--- src/rtl/pm_pkg.sv ---
package pm_pkg;
  localparam int unsigned REQ_W   = 3;
  localparam int unsigned SYN_IDX = 0;
  localparam int unsigned RX_IDX  = 1;
  localparam int unsigned TX_IDX  = 2;
  localparam int unsigned SEL_W   = 3;

  typedef enum logic [1:0] {
    MODE_IDLE = 2'b00,
    MODE_SYN  = 2'b01,
    MODE_RX   = 2'b10,
    MODE_TX   = 2'b11
  } pm_mode_e;

  typedef struct packed {
    logic     syn;
    logic     rx;
    logic     tx;
    pm_mode_e mode;
  } pm_core_t;
endpackage

--- src/rtl/pm_req_merge.sv ---
module pm_req_merge #(
  parameter int unsigned W = 3
) (
  input  logic [W-1:0] pin_i,
  input  logic [W-1:0] bit_i,
  output logic [W-1:0] req_o
);
  for (genvar g = 0; g < W; g++) begin : g_or
    assign req_o[g] = pin_i[g] | bit_i[g];
  end
endmodule

--- src/rtl/pm_mode_decode.sv ---
module pm_mode_decode
  import pm_pkg::*;
(
  input  pm_core_t         cur_i,
  input  logic [REQ_W-1:0] req_i,
  output pm_core_t         nxt_o,
  output logic             clash_o
);
  always_comb begin
    clash_o = req_i[RX_IDX] & req_i[TX_IDX];
    nxt_o   = cur_i;
    if (!clash_o) begin
      nxt_o.rx  = req_i[RX_IDX];
      nxt_o.tx  = req_i[TX_IDX];
      // receive and transmit need the LO running
      nxt_o.syn = |req_i;
      if (req_i[TX_IDX])       nxt_o.mode = MODE_TX;
      else if (req_i[RX_IDX])  nxt_o.mode = MODE_RX;
      else if (req_i[SYN_IDX]) nxt_o.mode = MODE_SYN;
      else                     nxt_o.mode = MODE_IDLE;
    end
  end
endmodule

--- src/rtl/pm_enable_regs.sv ---
module pm_enable_regs
  import pm_pkg::*;
#(
  parameter int unsigned N_SEL = SEL_W
) (
  input  logic             clk_i,
  input  logic             rst_ni,
  input  pm_core_t         nxt_i,
  input  logic             clash_i,
  input  logic             ifsyn_bit_i,
  input  logic             lna_bit_i,
  input  logic [N_SEL-1:0] sel_i,
  output pm_core_t         core_q_o,
  output logic             ifsyn_q_o,
  output logic             lna_q_o,
  output logic             err_q_o,
  output logic [N_SEL-1:0] sel_q_o
);
  always_ff @(posedge clk_i or negedge rst_ni) begin
    if (!rst_ni) begin
      core_q_o  <= '{syn: 1'b0, rx: 1'b0, tx: 1'b0, mode: MODE_IDLE};
      ifsyn_q_o <= 1'b0;
      lna_q_o   <= 1'b0;
      err_q_o   <= 1'b0;
    end else begin
      core_q_o  <= nxt_i;
      ifsyn_q_o <= nxt_i.tx | ifsyn_bit_i;
      lna_q_o   <= nxt_i.rx & lna_bit_i;
      err_q_o   <= clash_i;
    end
  end

  for (genvar g = 0; g < N_SEL; g++) begin : g_sel
    always_ff @(posedge clk_i or negedge rst_ni) begin
      if (!rst_ni) sel_q_o[g] <= 1'b0;
      else         sel_q_o[g] <= sel_i[g];
    end
  end

  p_rx_tx_excl_r7: assert property (@(posedge clk_i) disable iff (!rst_ni)
    !(core_q_o.rx && core_q_o.tx));
  p_hold_on_clash_r7: assert property (@(posedge clk_i) disable iff (!rst_ni)
    clash_i |=> ($stable(core_q_o) && err_q_o));
  p_syn_under_chain_r3: assert property (@(posedge clk_i) disable iff (!rst_ni)
    (core_q_o.rx || core_q_o.tx) |-> core_q_o.syn);
  p_lna_needs_rx_r9: assert property (@(posedge clk_i) disable iff (!rst_ni)
    lna_q_o |-> core_q_o.rx);
  p_ifsyn_with_tx_r8: assert property (@(posedge clk_i) disable iff (!rst_ni)
    core_q_o.tx |-> ifsyn_q_o);
  p_mode_tx_r5: assert property (@(posedge clk_i) disable iff (!rst_ni)
    (core_q_o.mode == MODE_TX) |-> core_q_o.tx);
endmodule

--- src/rtl/pm_power_ctrl.sv ---
module pm_power_ctrl
  import pm_pkg::*;
(
  input  logic       clk_i,
  input  logic       rst_ni,
  input  logic [2:0] mode_pin_i,
  input  logic [2:0] mode_bit_i,
  input  logic       ifsyn_bit_i,
  input  logic       lna_bit_i,
  input  logic       band_bit_i,
  input  logic       sideband_bit_i,
  input  logic       cp_half_bit_i,
  output logic       syn_en_o,
  output logic       rx_en_o,
  output logic       tx_en_o,
  output logic       lna_en_o,
  output logic       ifsyn_en_o,
  output logic       band_o,
  output logic       sideband_o,
  output logic       cp_half_o,
  output logic [1:0] mode_o,
  output logic       illegal_o
);
  logic [REQ_W-1:0] req;
  pm_core_t         core_q, core_d;
  logic             clash;
  logic [SEL_W-1:0] sel_q;

  pm_req_merge #(.W(REQ_W)) i_merge (
    .pin_i (mode_pin_i),
    .bit_i (mode_bit_i),
    .req_o (req)
  );

  pm_mode_decode i_decode (
    .cur_i   (core_q),
    .req_i   (req),
    .nxt_o   (core_d),
    .clash_o (clash)
  );

  pm_enable_regs #(.N_SEL(SEL_W)) i_regs (
    .clk_i       (clk_i),
    .rst_ni      (rst_ni),
    .nxt_i       (core_d),
    .clash_i     (clash),
    .ifsyn_bit_i (ifsyn_bit_i),
    .lna_bit_i   (lna_bit_i),
    .sel_i       ({cp_half_bit_i, sideband_bit_i, band_bit_i}),
    .core_q_o    (core_q),
    .ifsyn_q_o   (ifsyn_en_o),
    .lna_q_o     (lna_en_o),
    .err_q_o     (illegal_o),
    .sel_q_o     (sel_q)
  );

  assign syn_en_o   = core_q.syn;
  assign rx_en_o    = core_q.rx;
  assign tx_en_o    = core_q.tx;
  assign mode_o     = core_q.mode;
  assign band_o     = sel_q[0];
  assign sideband_o = sel_q[1];
  assign cp_half_o  = sel_q[2];
endmodule

--- config.mk ---
export PLATFORM = sky130hd
export DESIGN_NAME = pm_power_ctrl
export DESIGN_NICKNAME = d
export VERILOG_FILES = /design/src/rtl/pm_pkg.sv /design/src/rtl/pm_req_merge.sv /design/src/rtl/pm_mode_decode.sv /design/src/rtl/pm_enable_regs.sv /design/src/rtl/pm_power_ctrl.sv
export SDC_FILE = /design/constraint.sdc
export NUM_CORES = 1
export LEC_CHECK = 0
export BUFFER_PORTS_ARGS = -buffer_cell sky130_fd_sc_hd__buf_2
export CAP_MARGIN = 0
export CORE_AREA = 2 2 39 41
export CTS_CLUSTER_SIZE = 16
export DETAILED_ROUTE_END_ITERATION = 10
export DIE_AREA = 0 0 41 43
export PLACE_DENSITY = 0.68
export RECOVER_POWER = 100
export SYNTH_ARGS = -nofsm -noshare
export SYNTH_HDL_FRONTEND = slang
export SYNTH_HIERARCHICAL = 1
export SYNTH_SLANG_ARGS = --single-unit
--- constraint.sdc ---
create_clock -name clk_i -period 0.95 [get_ports clk_i]
set_input_delay 0.0475 -clock clk_i [delete_from_list [all_inputs] [get_ports clk_i]]
set_output_delay 0.0475 -clock clk_i [all_outputs]
set_load 0.03 [all_outputs]
Word-level counts from Yosys, hierarchy flattened:

Cells that the tools add are included.

* multiplexer cells: 4
* bitwise operators: 6
* reduce and logical (&&, ||, !) cells: 1

Operators by type and width (count)
* two-way mux 2 bit: 2
* two-way mux 4 bit: 1
* bitwise OR 1 bit: 4
* OR reduction 3 bit: 1
* bitwise AND 1 bit: 2
* two-way mux 1 bit: 1

* bits in registers: 11
* bits of input ports: 13
* output and inout bits: 11

Logic depth before layout (Yosys ltp):

Gate-level depths: netlist of the first run.

* word-level depth: 6
* mapped depth: 4
* mapped depth without buffers: 4

Cells and area by module:

The synthesis of the first run kept the hierarchy.

By module, submodules not included
* pm_enable_regs: times used 1, cells each 13, area an instance 287.8 um2, seq. area each 275.3 um2
* pm_mode_decode: times used 1, cells each 11, area an instance 66.3 um2, seq. area each 0.0 um2
* pm_req_merge: times used 1, cells each 3, area an instance 18.8 um2, seq. area each 0.0 um2

Least setup slack after synthesis of the first run:

OpenSTA, ideal clock, no wires.

* path type: reg2reg
* from: register i_regs/core_q_o[2] (netlist bit)
* to: register i_regs.ifsyn_q_o
* setup time: 0.124 ns
* arrival: 0.870 ns
* required time: 0.826 ns
* path slack: -0.044 ns
* stages on the path, launching flop included: 3
* path buffers: 0
* period minus slack after synthesis: 0.994 ns
* path through: dfrtp_1 > o21a_1 > or2_1

RTL lines
* from (decl): RTL line pm_enable_regs.sv:13 `output pm_core_t core_q_o,`
* from (signal assigned): RTL line pm_enable_regs.sv:21 `core_q_o <= '{syn: 1'b0, rx: 1'b0, tx: 1'b0, mode: MODE_IDLE};`
* from (signal assigned): RTL line pm_enable_regs.sv:26 `core_q_o <= nxt_i;`
* to (signal assigned): RTL line pm_enable_regs.sv:27 `ifsyn_q_o <= nxt_i.tx | ifsyn_bit_i;`
* to (decl): RTL line pm_enable_regs.sv:14 `output logic ifsyn_q_o,`

Worst setup path in the final report of the first run:

* from: register i_regs/core_q_o[0] (netlist bit)
* to: output mode_o[0]

RTL lines
* to (decl): RTL line pm_power_ctrl.sv:21 `output logic [1:0] mode_o,`

No word-level cell between the ends.

==> metrics.yaml, run 1 <==
status: "completed"
syn_inst: 27
slowest_stage: "dfrtp_2"
crit_end: "mode_o[0]"
cts_resized: 0
setup_violations: 0
drtAntennaViolNets: 0
syn_nets: 40
crit_start: "i_regs/core_q_o[0]"
via_count: 320
cts_tree: "yes"
cts_buffers: 3
core_um2: 1380
power_density_nw_per_um2: 1710
r2r_end: "i_regs/ifsyn_q_o"
ys_warn_count: 6
fin_hold_ws_ps: 127
relSlewSlack: 0.615
die_h_um: 43
critPathKind: "reg2out"
path_depth: 1
grt_max_degree: 12
cts_sinks: 11
fin_worst_skew_ps: 0.288
clk_pin_slew_ps: 70
fin_util: 0.436
fin_crit_sh: 0.938
synth_top_family_by_area: "simple AND/OR/NAND/NOR gates"
yosysUniqueCellTypes: 10
clockBufferDepth: 2
grt_pass1_vias: 301
drive_above_1_share: 0.475
routed_wl_um: 699
min_path_type: "in2reg"
maxCapViolations: 0
crit_chain: "clkbuf_2"
netlist_area_um2: 373
worst_setup_path_start_kind: "register"
dieArea_um2: 1760
grt_overflow_total: 0
track_usage: 0.103
synth.yosys.seq_area_share: 0.738
grt_setup_unrepaired: "no"
dieWidth_um: 41
r2r_start: "i_regs/core_q_o[2]"
gp_congestion: 0.657
drt_pass1_iterations: 2
crit_family: "flip-flops"
r2r_cells: 2
initial_utilization: 0.269
area_delta_synth_final_pct: 61.7
final_nets: 75
clockRootBuffer: "clkbuf_4"
ys_seq_elements: 11
htree_levels: 1
avgSynthCellArea_um2: 13.8
hold_viol_final: 0
fin_total_pwr_mw: 1.03
crit_path_max_incr_delay_ps: 400
grt_pass1_wl_mm: 1.18
regToRegSetupSlack_ps: 60
drtIter0Drc: 3
arrival_ps: 840
crit_buf_inv: 1
synth_xor_area_frac: 0
worst_pin_slew_ps: 578
period_minus_slack_ps: 891
drt-vias-per-instance: 4.16
crit_required_ps: 900
synth_adder_area_share: 0
ios: 24
io_buffers: 23
synth-simple-area-share: 0.128
vdd_drop_max_mv: 0.820
clock_latency_ps: 260
p_leak_nw: 0.302
n_antenna_cell: 0
route.detailed.drc: 0
cp-end-kind: "output port"
num_rows: 14
multi_input_area_um2: 86.3
fillers: 144
maxSlewViolCount: 0
avgRoutedWirePerCell_um: 9.08
seq_area_um2: 278
clock.fmax_mhz: 1120
synthMuxAreaShare: 0
tns_ps: 0
antenna_found_initial: 0
worst-path-max-fanout: 2
synth_compound_area_frac: 0.104
## worst min path at each step
| stage | endpoint | cells after the start | slack [ps] | startpoint |
|---|---|---|---|---|
| floorplan | i_regs/core_q_o[0] | 0 | -250 | rst_ni |
| global route | i_regs/core_q_o[4] | 3 | 140 | mode_pin_i[0] |
| global placement | i_regs/ifsyn_q_o | 1 | -80 | rst_ni |
| detailed placement | i_regs/ifsyn_q_o | 1 | -70 | rst_ni |
| CTS | i_regs/core_q_o[4] | 3 | 120 | mode_pin_i[0] |
| finish | i_regs/core_q_o[4] | 3 | 130 | mode_pin_i[0] |
## cell usage in the layout, fill, tap and decap left out
cell / n
a21oi_1: 1
a22o_2: 1
and2_0: 1
buf_2: 11
buf_4: 1
clkbuf_1: 2
clkbuf_2: 11
clkbuf_4: 3
dfrtp_1: 9
dfrtp_2: 2
dlygate4sd3_1: 6
inv_1: 3
nand2_1: 1
nand2b_1: 1
o21a_1: 2
o22a_1: 1
or2_0: 1
or2_1: 4
## cell usage after synthesis
library cell / instances / share of area
nand2b_1: 1 / 0.017
a22o_2: 1 / 0.027
dfrtp_1: 11 / 0.74
nand2_1: 1 / 0.010
o22a_1: 1 / 0.023
o21a_1: 2 / 0.040
inv_1: 3 / 0.030
or2_1: 5 / 0.084
a21oi_1: 1 / 0.013
and2_1: 1 / 0.017
## kinds of logic (layout without fill, tap and decap cells)
kind of cell / Yosys count / in the layout
AOI/OAI and AO/OA: 5 / 5
and+or+nand+nor: 8 / 8
buffers and inverters: 3 / 37
DFF: 11 / 11
## per-stage QoR
stage,setup WS (ps),instances,cell area [um^2]
2_1_floorplan,-6.14,27,375
3_3_place_gp,34.7,67,518
3_5_place_dp,7.56,67,518
4_1_cts,53.9,77,604
5_1_grt,25.5,77,603
6_report,59.3,77,603
## worst reg2reg max path: stages, from the launching register on
cell and delay, ps:
dfrtp_2 400, o21a_1 180, or2_1 200
## area by class of cell
class | count | area share
Tap cell | 16 | 0.0332
Clock buffer | 4 | 0.0436
Inverter | 3 | 0.0187
Timing Repair Buffer | 30 | 0.301
Multi-Input combinational cell | 13 | 0.143
Sequential cell | 11 | 0.461
## per-layer routing
layer  up-vias  routed length (um)  track usage
li1        156                   -            -
met1       146                 267        0.121
met2        18                 351        0.156
met3         0                  79       0.0628
met4         0                   0       0.0200
met5         -                   0            0
## flip-flops by register name, indices dropped and copies added (netlist names)
name,count
i_regs/core_q_o,5
i_regs/sel_q_o,3
i_regs/err_q_o,1
i_regs/ifsyn_q_o,1
i_regs/lna_q_o,1
## power breakdown
group / switching [mW] / total (mW) / internal (mW) / leakage, nW
logic: 0.124 / 0.205 / 0.0812 / 0.166
registers: 0.0138 / 0.519 / 0.505 / 0.122
clock network: 0.146 / 0.308 / 0.162 / 0.0150
total: 0.284 / 1.03 / 0.749 / 0.302
## repair_timing
action,CTS,global route
hold endpoints to repair,16,0
hold buffers,6,0
setup buffers,0,0
(Power assumes the default switching activity.)
==> run 2: changes to the inputs <==
clock period = 0.9 ns   (was 0.95 ns; I/O delays follow)
==> run 2 against run 1 <==
Against the previous run:
- register-to-register slack worse by 50 ps
- routed wire length up 13%
- sequential power up 6.2%
- global-route usage up 1.1 points
- final cell count up 2.6%
- clock-buffer cell count unchanged
- largest cell class unchanged
==> metrics.yaml, run 2 (synthesis results as in run 1) <==
status: "completed"
largestRegisters: "i_regs/core_q_o (5), i_regs/sel_q_o (3)"
route.detailed.drc: 0
largest_register_ffs: 5
dieArea_um2: 1760
track_usage: 0.114
clock_latency_ps: 260
htree_levels: 1
relSlewSlack: 0.616
min_path_type: "in2reg"
vdd_drop_max_mv: 0.920
dieWidth_um: 41
largest_register: "i_regs/core_q_o"
grt_setup_unrepaired: "yes"
grt_max_degree: 12
ios: 24
worst_pin_slew_ps: 576
critPathKind: "reg2reg"
die_h_um: 43
drt_pass1_iterations: 1
maxSlewViolCount: 0
dpl.cell_count: 68
clk_pin_slew_ps: 70
grt_overflow_total: 0
power_density_nw_per_um2: 1760
p_leak_nw: 0.316
grt_pass1_wl_mm: 1.28
area_delta_synth_final_pct: 71.5
place_hpwl_um: 540
most-common-layout-cells: "14 x buf_2, 9 x dfrtp_1, 6 x dlygate4sd3_1"
maxCapViolations: 0
num_rows: 14
core_um2: 1380
final_common_cell: "buf_2"
crit_required_ps: 1050
gp_congestion: 0.601
initial_utilization: 0.269
fin_worst_skew_ps: 0.261
drive_above_1_share: 0.492
crit_buf_inv: 0
drt-vias-per-instance: 4.10
cp-end-kind: "register"
antenna_found_initial: 0
final_nets: 77
cts_sinks: 11
arrival_ps: 1050
instances_no_fill: 79
slowest_stage: "dfrtp_2"
routed_wl_um: 791
period_minus_slack_ps: 896
regToRegSetupSlack_ps: 4
grt_pass1_vias: 334
fin_crit_sh: 0.995
worst-path-max-fanout: 2
clockBufferDepth: 2
n_antenna_cell: 0
setup_violations: 0
clock.fmax_mhz: 1120
drtIter0Drc: 0
crit_path_max_incr_delay_ps: 410
drtAntennaViolNets: 0
setup_ws_ps: 4.48
hold_viol_final: 0
crit_chain: "o21a_1 -> or2_1"
dp_slack_ps: -54.1
io_buffers: 23
worst_setup_path_start_kind: "register"
via_count: 324
cts_tree: "yes"
clockRootBuffer: "clkbuf_4"
crit_family: "flip-flops"
fin_util: 0.462
avgRoutedWirePerCell_um: 10.0
cts_buffers: 3
run 2: cell count changes in the layout (fill, tap and decap cells not counted), sizes merged:
cell and delta:
buf +8, clkbuf -6
run 2: final cells by class:
cell class,count,area (um^2)
inverter,3,11.3
clock buffer,4,26.3
multi-input combinational,13,86.3
timing repair buffer,32,218
fill,140,744
tap,16,20.0
sequential,11,278
run 2: worst min-delay path: cells and delay by family:
family / cells / cell delay (ps)
simple gates: 1 / 110
compound gates: 1 / 110
buf+inv: 1 / 70
run 2: power breakdown:
group          total (mW)  switching (mW)  internal, mW
Sequential          0.551          0.0175         0.534
Combinational       0.240           0.133         0.107
Clock               0.331           0.159         0.171
Total                1.12           0.310         0.812
run 2: through the flow:
stage	area [um^2]	hold slack, ps	power (mW)	setup TNS [ps]
CTS	622	103	1.13	-2.23
finish	639	105	1.12	0
floorplan	383	-251	0.684	-73.4
global placement	533	-78.6	0.767	-30.4
global route	639	116	1.19	-41.4
detailed placement	533	-76.5	0.769	-54.1
run 2: routing by layer:
metal / vias up / GRT usage / share of wire
met1: 148 / 0.118 / 0.36
met5: - / 0 / 0
met4: 0 / 0.0400 / 0
met3: 0 / 0.0785 / 0.11
met2: 19 / 0.175 / 0.54
li1: 157 / - / -
run 2: path summary, 6_finish.rpt:
kind,from,end,depth (start not counted)
setup / recovery,i_regs/core_q_o[2],i_regs/ifsyn_q_o,2
hold / removal,mode_pin_i[0],i_regs/core_q_o[4],3
setup reg to reg,i_regs/core_q_o[2],i_regs/ifsyn_q_o,2
hold reg to reg,i_regs/core_q_o[1],i_regs/core_q_o[1],1
max in group asynchronous,rst_ni,i_regs/core_q_o[2],2
min in group asynchronous,rst_ni,i_regs/ifsyn_q_o,2
run 2: what timing repair did:
item,4_1_cts,5_1_grt
hold endpoints to repair,16,0
resized for setup,1,9
pin swaps,0,0
buffers inserted,0,1
setup endpoints to repair,1,5
cloned,0,0
hold buffers,6,0
